$ cat config.mk
export PLATFORM = sky130hd
export DESIGN_NAME = tbl_perm_interleaver
export DESIGN_NICKNAME = d
export VERILOG_FILES = /design/src/rtl/il_pkg.sv /design/src/rtl/il_table.sv /design/src/rtl/il_symbuf.sv /design/src/rtl/il_avg.sv /design/src/rtl/il_engine.sv /design/src/rtl/tbl_perm_interleaver.sv
export SDC_FILE = /design/constraint.sdc
export NUM_CORES = 2
export LEC_CHECK = 0
export BUFFER_PORTS_ARGS = -buffer_cell sky130_fd_sc_hd__buf_2
export CAP_MARGIN = 30
export CORE_MARGIN = 8
export CORE_UTILIZATION = 25
export CTS_BUF_LIST = sky130_fd_sc_hd__clkbuf_8
export DETAILED_ROUTE_END_ITERATION = 6
export SYNTH_ARGS = -nofsm -noshare
export SYNTH_HDL_FRONTEND = slang
export SYNTH_SLANG_ARGS = --single-unit
$ cat constraint.sdc
create_clock -name clk -period 168.5 [get_ports clk]
set_input_delay 42.125 -clock clk [delete_from_list [all_inputs] [get_ports clk]]
set_output_delay 42.125 -clock clk [all_outputs]
set_load 0.01 [all_outputs]
$ cat src/rtl/il_pkg.sv
package il_pkg;

    localparam int SYM_W  = 8;
    localparam int IDX_W  = 16;
    localparam int LEN_W  = 17;
    localparam int WSEL_W = $clog2(SYM_W);

    typedef enum logic [1:0] {
        MODE_COPY  = 2'd0,
        MODE_FORCE = 2'd1,
        MODE_SKIP  = 2'd2,
        MODE_ACC   = 2'd3
    } il_mode_e;

    typedef struct packed {
        il_mode_e               mode;
        logic [IDX_W-1:0]       idx;
    } il_entry_t;

    function automatic logic [SYM_W-1:0] sym_mask(input logic [WSEL_W-1:0] wsel);
        logic [SYM_W-1:0] m;
        for (int i = 0; i < SYM_W; i++)
            m[i] = (i <= int'(wsel));
        return m;
    endfunction

    function automatic logic [SYM_W-1:0] sym_sext(input logic [SYM_W-1:0] v,
                                                  input logic [WSEL_W-1:0] wsel);
        logic [SYM_W-1:0] r;
        r = v;
        for (int i = 0; i < SYM_W; i++)
            if (i > int'(wsel))
                r[i] = v[wsel];
        return r;
    endfunction

endpackage

$ cat src/rtl/il_table.sv
module il_table
    import il_pkg::*;
#(
    parameter int DEPTH = 64,
    localparam int AW   = $clog2(DEPTH)
) (
    input  logic            clk,
    input  logic            we,
    input  logic [AW-1:0]   waddr,
    input  il_entry_t       wentry,
    input  logic [AW-1:0]   raddr,
    output il_entry_t       rentry
);
    il_entry_t mem [DEPTH];

    always_ff @(posedge clk) begin
        if (we)
            mem[waddr] <= wentry;
    end

    assign rentry = mem[raddr];
endmodule

$ cat src/rtl/il_symbuf.sv
module il_symbuf
    import il_pkg::*;
#(
    parameter int DEPTH = 64,
    localparam int AW   = $clog2(DEPTH)
) (
    input  logic             clk,
    input  logic             we,
    input  logic [AW-1:0]    waddr,
    input  logic [SYM_W-1:0] wdata,
    input  logic [AW-1:0]    raddr,
    output logic [SYM_W-1:0] rdata
);
    logic [SYM_W-1:0] mem [DEPTH];

    always_ff @(posedge clk) begin
        if (we)
            mem[waddr] <= wdata;
    end

    assign rdata = mem[raddr];
endmodule

$ cat src/rtl/il_avg.sv
module il_avg
    import il_pkg::*;
#(
    parameter int CNT_W = LEN_W,
    localparam int SUM_W = SYM_W + CNT_W + 1
) (
    input  logic                    clk,
    input  logic                    rst,
    input  logic                    clr,
    input  logic                    acc_en,
    input  logic                    close_en,
    input  logic signed [SYM_W-1:0] val,
    output logic [SYM_W-1:0]        avg
);
    logic signed [SUM_W-1:0] sum_q;
    logic [CNT_W-1:0]        cnt_q;
    logic signed [SUM_W-1:0] val_x;
    logic signed [SUM_W-1:0] num;
    logic signed [SUM_W-1:0] den;
    logic signed [SUM_W-1:0] quo;

    always_comb begin
        val_x = SUM_W'(val);
        num   = sum_q + val_x;
        den   = $signed(SUM_W'(cnt_q)) + SUM_W'(1);
        quo   = num / den;
        avg   = quo[SYM_W-1:0];
    end

    always_ff @(posedge clk) begin
        if (rst || clr || close_en) begin
            sum_q <= '0;
            cnt_q <= '0;
        end else if (acc_en) begin
            sum_q <= num;
            cnt_q <= cnt_q + CNT_W'(1);
        end
    end

    // a closing entry with an empty group passes its own value through
    p_single_pass_r7: assert property (@(posedge clk) disable iff (rst)
        (close_en && cnt_q == '0) |-> (avg == val));

    // a start clears any open group before the first entry
    p_group_clear_r12: assert property (@(posedge clk) disable iff (rst)
        clr |=> (cnt_q == '0));
endmodule

$ cat src/rtl/il_engine.sv
module il_engine
    import il_pkg::*;
#(
    parameter int TBL_AW = 6,
    parameter int SYM_AW = 6
) (
    input  logic              clk,
    input  logic              rst,
    input  logic              run_start,
    input  logic [LEN_W-1:0]  run_len,
    input  logic [WSEL_W-1:0] run_wsel,
    output logic              run_busy,
    output logic              run_done,
    output logic [TBL_AW-1:0] tbl_raddr,
    input  il_entry_t         tbl_entry,
    output logic [SYM_AW-1:0] sym_raddr,
    input  logic [SYM_W-1:0]  sym_rdata,
    output logic              out_valid,
    output logic [LEN_W-1:0]  out_pos,
    output logic [SYM_W-1:0]  out_data
);
    logic [LEN_W-1:0]  ptr_q;
    logic [LEN_W-1:0]  len_q;
    logic [WSEL_W-1:0] wsel_q;
    logic              busy_q;

    logic              is_close;
    logic              is_acc;
    logic              launch;
    logic [SYM_W-1:0]  raw_sym;
    logic [SYM_W-1:0]  ext_sym;
    logic [SYM_W-1:0]  avg_sym;
    logic              unused_idx_hi;

    assign tbl_raddr = ptr_q[TBL_AW-1:0];
    assign sym_raddr = tbl_entry.idx[SYM_AW-1:0];
    assign unused_idx_hi = ^tbl_entry.idx;

    assign launch   = !busy_q && run_start;
    assign is_close = busy_q && (tbl_entry.mode == MODE_COPY || tbl_entry.mode == MODE_FORCE);
    assign is_acc   = busy_q && (tbl_entry.mode == MODE_ACC);

    always_comb begin
        raw_sym = (tbl_entry.mode == MODE_FORCE) ? tbl_entry.idx[SYM_W-1:0] : sym_rdata;
        ext_sym = sym_sext(raw_sym, wsel_q);
    end

    il_avg #(.CNT_W(LEN_W)) u_avg (
        .clk      (clk),
        .rst      (rst),
        .clr      (launch),
        .acc_en   (is_acc),
        .close_en (is_close),
        .val      ($signed(ext_sym)),
        .avg      (avg_sym)
    );

    always_ff @(posedge clk) begin
        if (rst) begin
            busy_q    <= 1'b0;
            ptr_q     <= '0;
            len_q     <= '0;
            wsel_q    <= '0;
            run_done  <= 1'b0;
            out_valid <= 1'b0;
            out_pos   <= '0;
            out_data  <= '0;
        end else begin
            run_done  <= 1'b0;
            out_valid <= 1'b0;
            if (launch) begin
                len_q  <= run_len;
                wsel_q <= run_wsel;
                ptr_q  <= '0;
                if (run_len == '0)
                    run_done <= 1'b1;
                else
                    busy_q <= 1'b1;
            end else if (busy_q) begin
                if (is_close) begin
                    out_valid <= 1'b1;
                    out_pos   <= ptr_q;
                    out_data  <= avg_sym & sym_mask(wsel_q);
                end
                ptr_q <= ptr_q + LEN_W'(1);
                if (ptr_q == len_q - LEN_W'(1)) begin
                    busy_q   <= 1'b0;
                    run_done <= 1'b1;
                end
            end
        end
    end

    assign run_busy = busy_q;

    // nothing is produced in the first cycle after reset
    p_reset_quiet_r1: assert property (@(posedge clk) disable iff (rst)
        $past(rst) |-> (!out_valid && !run_done && !run_busy));

    // a skip entry produces no write
    p_skip_silent_r5: assert property (@(posedge clk) disable iff (rst)
        (busy_q && tbl_entry.mode == MODE_SKIP) |=> !out_valid);

    // an accumulate entry produces no write
    p_acc_silent_r6: assert property (@(posedge clk) disable iff (rst)
        (busy_q && tbl_entry.mode == MODE_ACC) |=> !out_valid);

    // bits above the configured width stay zero
    p_trunc_r8: assert property (@(posedge clk) disable iff (rst)
        out_valid |-> ((out_data & ~sym_mask(wsel_q)) == '0));

    // done is a single-cycle pulse and ends the busy phase
    p_done_single_r9: assert property (@(posedge clk) disable iff (rst)
        run_done |-> (!run_busy ##1 !run_done));

    // a zero-length start completes at once without becoming busy
    p_len_zero_r10: assert property (@(posedge clk) disable iff (rst)
        (!run_busy && run_start && run_len == '0) |=> (run_done && !run_busy));

    // a start during a run leaves the run's settings alone
    p_ignore_start_r11: assert property (@(posedge clk) disable iff (rst)
        (run_busy && run_start) |=> ($stable(len_q) && $stable(wsel_q)));
endmodule

$ cat src/rtl/tbl_perm_interleaver.sv
module tbl_perm_interleaver
    import il_pkg::*;
#(
    parameter int TBL_DEPTH = 64,
    parameter int SYM_DEPTH = 64,
    localparam int TBL_AW   = $clog2(TBL_DEPTH),
    localparam int SYM_AW   = $clog2(SYM_DEPTH)
) (
    input  logic              clk,
    input  logic              rst,
    input  logic              tbl_we,
    input  logic [TBL_AW-1:0] tbl_waddr,
    input  logic [1:0]        tbl_wmode,
    input  logic [IDX_W-1:0]  tbl_windex,
    input  logic              sym_we,
    input  logic [SYM_AW-1:0] sym_waddr,
    input  logic [SYM_W-1:0]  sym_wdata,
    input  logic              run_start,
    input  logic [LEN_W-1:0]  run_len,
    input  logic [WSEL_W-1:0] run_wsel,
    output logic              run_busy,
    output logic              run_done,
    output logic              out_valid,
    output logic [LEN_W-1:0]  out_pos,
    output logic [SYM_W-1:0]  out_data
);
    il_entry_t         wentry;
    il_entry_t         rentry;
    logic [TBL_AW-1:0] tbl_raddr;
    logic [SYM_AW-1:0] sym_raddr;
    logic [SYM_W-1:0]  sym_rdata;

    always_comb begin
        wentry.mode = il_mode_e'(tbl_wmode);
        wentry.idx  = tbl_windex;
    end

    il_table #(.DEPTH(TBL_DEPTH)) u_table (
        .clk    (clk),
        .we     (tbl_we),
        .waddr  (tbl_waddr),
        .wentry (wentry),
        .raddr  (tbl_raddr),
        .rentry (rentry)
    );

    il_symbuf #(.DEPTH(SYM_DEPTH)) u_symbuf (
        .clk   (clk),
        .we    (sym_we),
        .waddr (sym_waddr),
        .wdata (sym_wdata),
        .raddr (sym_raddr),
        .rdata (sym_rdata)
    );

    il_engine #(.TBL_AW(TBL_AW), .SYM_AW(SYM_AW)) u_engine (
        .clk       (clk),
        .rst       (rst),
        .run_start (run_start),
        .run_len   (run_len),
        .run_wsel  (run_wsel),
        .run_busy  (run_busy),
        .run_done  (run_done),
        .tbl_raddr (tbl_raddr),
        .tbl_entry (rentry),
        .sym_raddr (sym_raddr),
        .sym_rdata (sym_rdata),
        .out_valid (out_valid),
        .out_pos   (out_pos),
        .out_data  (out_data)
    );
endmodule

==> metrics.txt <==
number of antenna violations at the first check in global routing 19; clock insertion delay at the later pin of the skew report 0.93 ns; number of buffers added to fix hold violations after cts 0; overflow left after global routing 0; routed via count 48,902; post-route minimum period 101.13 ns; final number of max-transition violations 0; placeable core region between 0.2 and 0.3 mm^2; post-CTS repair timing setup buffer count 0; number of violations reported at the end of detailed-routing iteration 0 approximately 4,300; Slowest cell on crit path sky130_fd_sc_hd__o41ai_1; largest net degree at the start of global routing 86; clock tree from TritonCTS yes; area growth from synthesis to layout 13.4%; share of layout cells above drive strength 1 15.3%; x dimension of the die 542 um; arrival time at the worst endpoint 101.97 ns; first-pass GRT wire length 301,000 um; antenna viol nets, final 0; combinational family with the most area after synthesis simple AND/OR/NAND/NOR gates; number of failing hold endpoints at the final stage 0; number of synthesized register bits 1,266; instance count of the mapped netlist 5,692; worst min-delay path class flop to flop; normalized max-slew margin 22.9%; Reg clk slew, reported paths 0.06 ns; Chip Height 542 um; Routability Congestion between 0.8 and 0.9; DRC viols 0; area fraction of the dominant cell type after synthesis between 50% and 60%; Die ar. approximately 0.29 mm^2; setup tns final 0 ns; multi-input gate area in the final layout about 0.031 mm^2; Initial Util 25.0%; multiplexer share of the synthesized area 10.4%; depth of the CTS H-tree 4; clock buffers created by TritonCTS 198; outcome complete, no violations; leading post-synthesis cells by cell area sky130_fd_sc_hd__edfxtp_1 (50%), sky130_fd_sc_hd__ha_1 (6.3%), sky130_fd_sc_hd__mux4_2 (4.8%); Bufs and invs on worst path 19; final hold slack 0.464 ns; largest stage delay on the critical path 0.82 ns; share of the synthesized area in compound gates (AO/OA/AOI/OAI) 12.1%; sequential share of the synthesized area between 50 and 60%; most common flop cell mapped by yosys sky130_fd_sc_hd__edfxtp_1; synthesized area around 0.069 mm^2; number of filler cells placed in the layout 28,159; slew at the pin closest to its max-slew limit 1.14 ns; Synth async-reset ratio 0%; IO Port Bufs 82; Clock Skews a little under 0.05 ns; Crit path top cell by count sky130_fd_sc_hd__o21a_1; final HPWL from detailed placement 139,000 um; buffers from clock root to sink, at most 3; Critical Path End Type flop; clock root buffer sky130_fd_sc_hd__clkbuf_8; Wirelength per Cell approximately 21 um; area share of xor/xnor cells in the synthesized design 2.50%; Synthesis Warnings 0; highest achievable clock rate just under 10 MHz; Avg Synthesized Cell Area 12.1 um^2; cell family with the largest share of critical-path delay compound AO/OA/AOI/OAI gates; total number of nets in the final design 6,320; # rows 193; aggregate routed wire length 203,000 um; number of cells upsized or downsized after cts 0; library cells used by synthesis 129; RSZ-0062 raised after global routing no; fraction of the mapped netlist area in adder cells 6.32%; number of global-route vias before repair about 48,000; DRT Pass-1 Iters 6; number of maximum-capacitance constraint violations 0; top fanout value on the critical path 85; library cell occupying the most area in the post-synthesis netlist sky130_fd_sc_hd__edfxtp_1; aggregate global-route resource usage 13.2%; Clock Sinks 1,266; Post-Syn Nets around 6,100; Period Utilization, post-route 60.0%; cell total after placement 9,406; count of endpoints failing setup in the final report 0; Via density 5.00; critical path required time about 170 ns; number of standard cells in the final layout excluding fillers approximately 9,800; CP Launch Type flop; Post-synth EDFFs 1,152; flip-flop and latch area around 0.037 mm^2; io pins 91; worst setup path class flop to flop; simple-gate share of the synthesized area 12.7%
## through the flow
| step | cell area, um^2 | setup slack, ns | util, % |
|---|---|---|---|
| 2_1_floorplan | 69100 | 85.38 | - |
| 3_3_place_gp | 73900 | 69.53 | 26.8 |
| 4_1_cts | 78200 | 68.19 | 28.3 |
| 6_report | 78300 | 67.37 | 28.4 |
| 5_1_grt | 78300 | 58.54 | 28.4 |
| 3_5_place_dp | 74400 | 68.74 | 27.0 |
## per-layer routing
metal	vias up	part of all wire, %	global-route usage, %
met5	-	0.035	0
met4	10	4.0	5.29
met3	417	7.1	2.25
met2	1809	47	22.3
met1	24218	41	16.9
li1	22448	-	-
## layout by cell type, fill, tap and decap left out, types with 78 or more instances in the layout
cell	count
sky130_fd_sc_hd__inv_1	161
sky130_fd_sc_hd__buf_2	84
sky130_fd_sc_hd__a21oi_1	183
sky130_fd_sc_hd__mux4_2	148
sky130_fd_sc_hd__nor3_1	216
sky130_fd_sc_hd__edfxtp_1	1152
sky130_fd_sc_hd__nand3_1	163
sky130_fd_sc_hd__nand2_1	489
sky130_fd_sc_hd__nand4_1	78
sky130_fd_sc_hd__buf_4	156
sky130_fd_sc_hd__o21a_1	206
sky130_fd_sc_hd__mux2i_1	216
sky130_fd_sc_hd__xnor2_1	111
sky130_fd_sc_hd__dfxtp_1	109
sky130_fd_sc_hd__mux2_2	126
sky130_fd_sc_hd__nor2_1	502
sky130_fd_sc_hd__ha_1	347
sky130_fd_sc_hd__clkbuf_8	201
sky130_fd_sc_hd__o21ai_0	180
## worst reg2reg max path, delay by kind of cell, from the launching register on
family	cells	cell delay, ns
buffers and inverters	19	5.67
muxes	6	2.33
and+or+nand+nor	89	19.00
adders and majority gates	28	8.24
AOI/OAI and AO/OA	280	65.06
xor gates and xnor gates	1	0.20
DFF	1	0.56
## sequential cells by signal, summed over array words and instances, names as in the netlist, named ones only
register              count
u_engine.run_done         1
u_engine.u_avg.cnt_q     17
u_engine.u_avg.sum_q     26
u_engine.len_q           17
u_engine.wsel_q           3
u_engine.out_pos         17
u_engine.ptr_q           17
u_engine.out_data         8
u_engine.out_valid        1
u_table.mem             640
u_engine.run_busy         1
u_symbuf.mem            512
## area by class of cell
| type | count | share of cell area, % |
|---|---|---|
| flip-flops and latches | 1266 | 47.1 |
| multi-input cells | 4071 | 39.0 |
| well taps | 3705 | 5.92 |
| clock buffers | 201 | 3.53 |
| repair buffers | 269 | 2.57 |
| clock inverters | 159 | 1.33 |
| inverters | 103 | 0.494 |
| diodes | 6 | 0.0192 |
## cells by family (layout without fill, tap and decap cells)
family,count (synthesis),after routing
AND/OR/NAND/NOR,1841,1841
flip-flops,1266,1266
AO/OA/AOI/OAI,1175,1175
multiplexers,511,511
buffers and inverters,355,732
adder cells (fa/ha/maj),348,348
XOR/XNOR,196,196
other,0,6
## path summary, 6_finish.rpt
path                        start              endpoint  slack [ns]  cells after the start
max                          flop  u_engine.out_data[6]       67.37                    423
min          u_engine.out_data[4]  u_engine.out_data[4]        0.46                      2
max reg2reg                  flop  u_engine.out_data[6]       67.37                    423
min reg2reg  u_engine.out_data[4]  u_engine.out_data[4]        0.46                      2
## cell usage after synthesis, types with 114 or more instances
cell and n:
sky130_fd_sc_hd__nor2_1 503, sky130_fd_sc_hd__mux2_2 126, sky130_fd_sc_hd__dfxtp_1 114, sky130_fd_sc_hd__a21oi_1 183, sky130_fd_sc_hd__nand3_1 164, sky130_fd_sc_hd__ha_1 347
sky130_fd_sc_hd__mux2i_1 216, sky130_fd_sc_hd__xnor2_1 119, sky130_fd_sc_hd__o21ai_0 182, sky130_fd_sc_hd__clkbuf_1 128, sky130_fd_sc_hd__o21a_1 206, sky130_fd_sc_hd__nand2_1 491
sky130_fd_sc_hd__edfxtp_1 1152, sky130_fd_sc_hd__mux4_2 148, sky130_fd_sc_hd__nor3_1 218
Power is not shown: default switching activity piles up to over one toggle a cycle in this logic, so the estimate is an artifact.
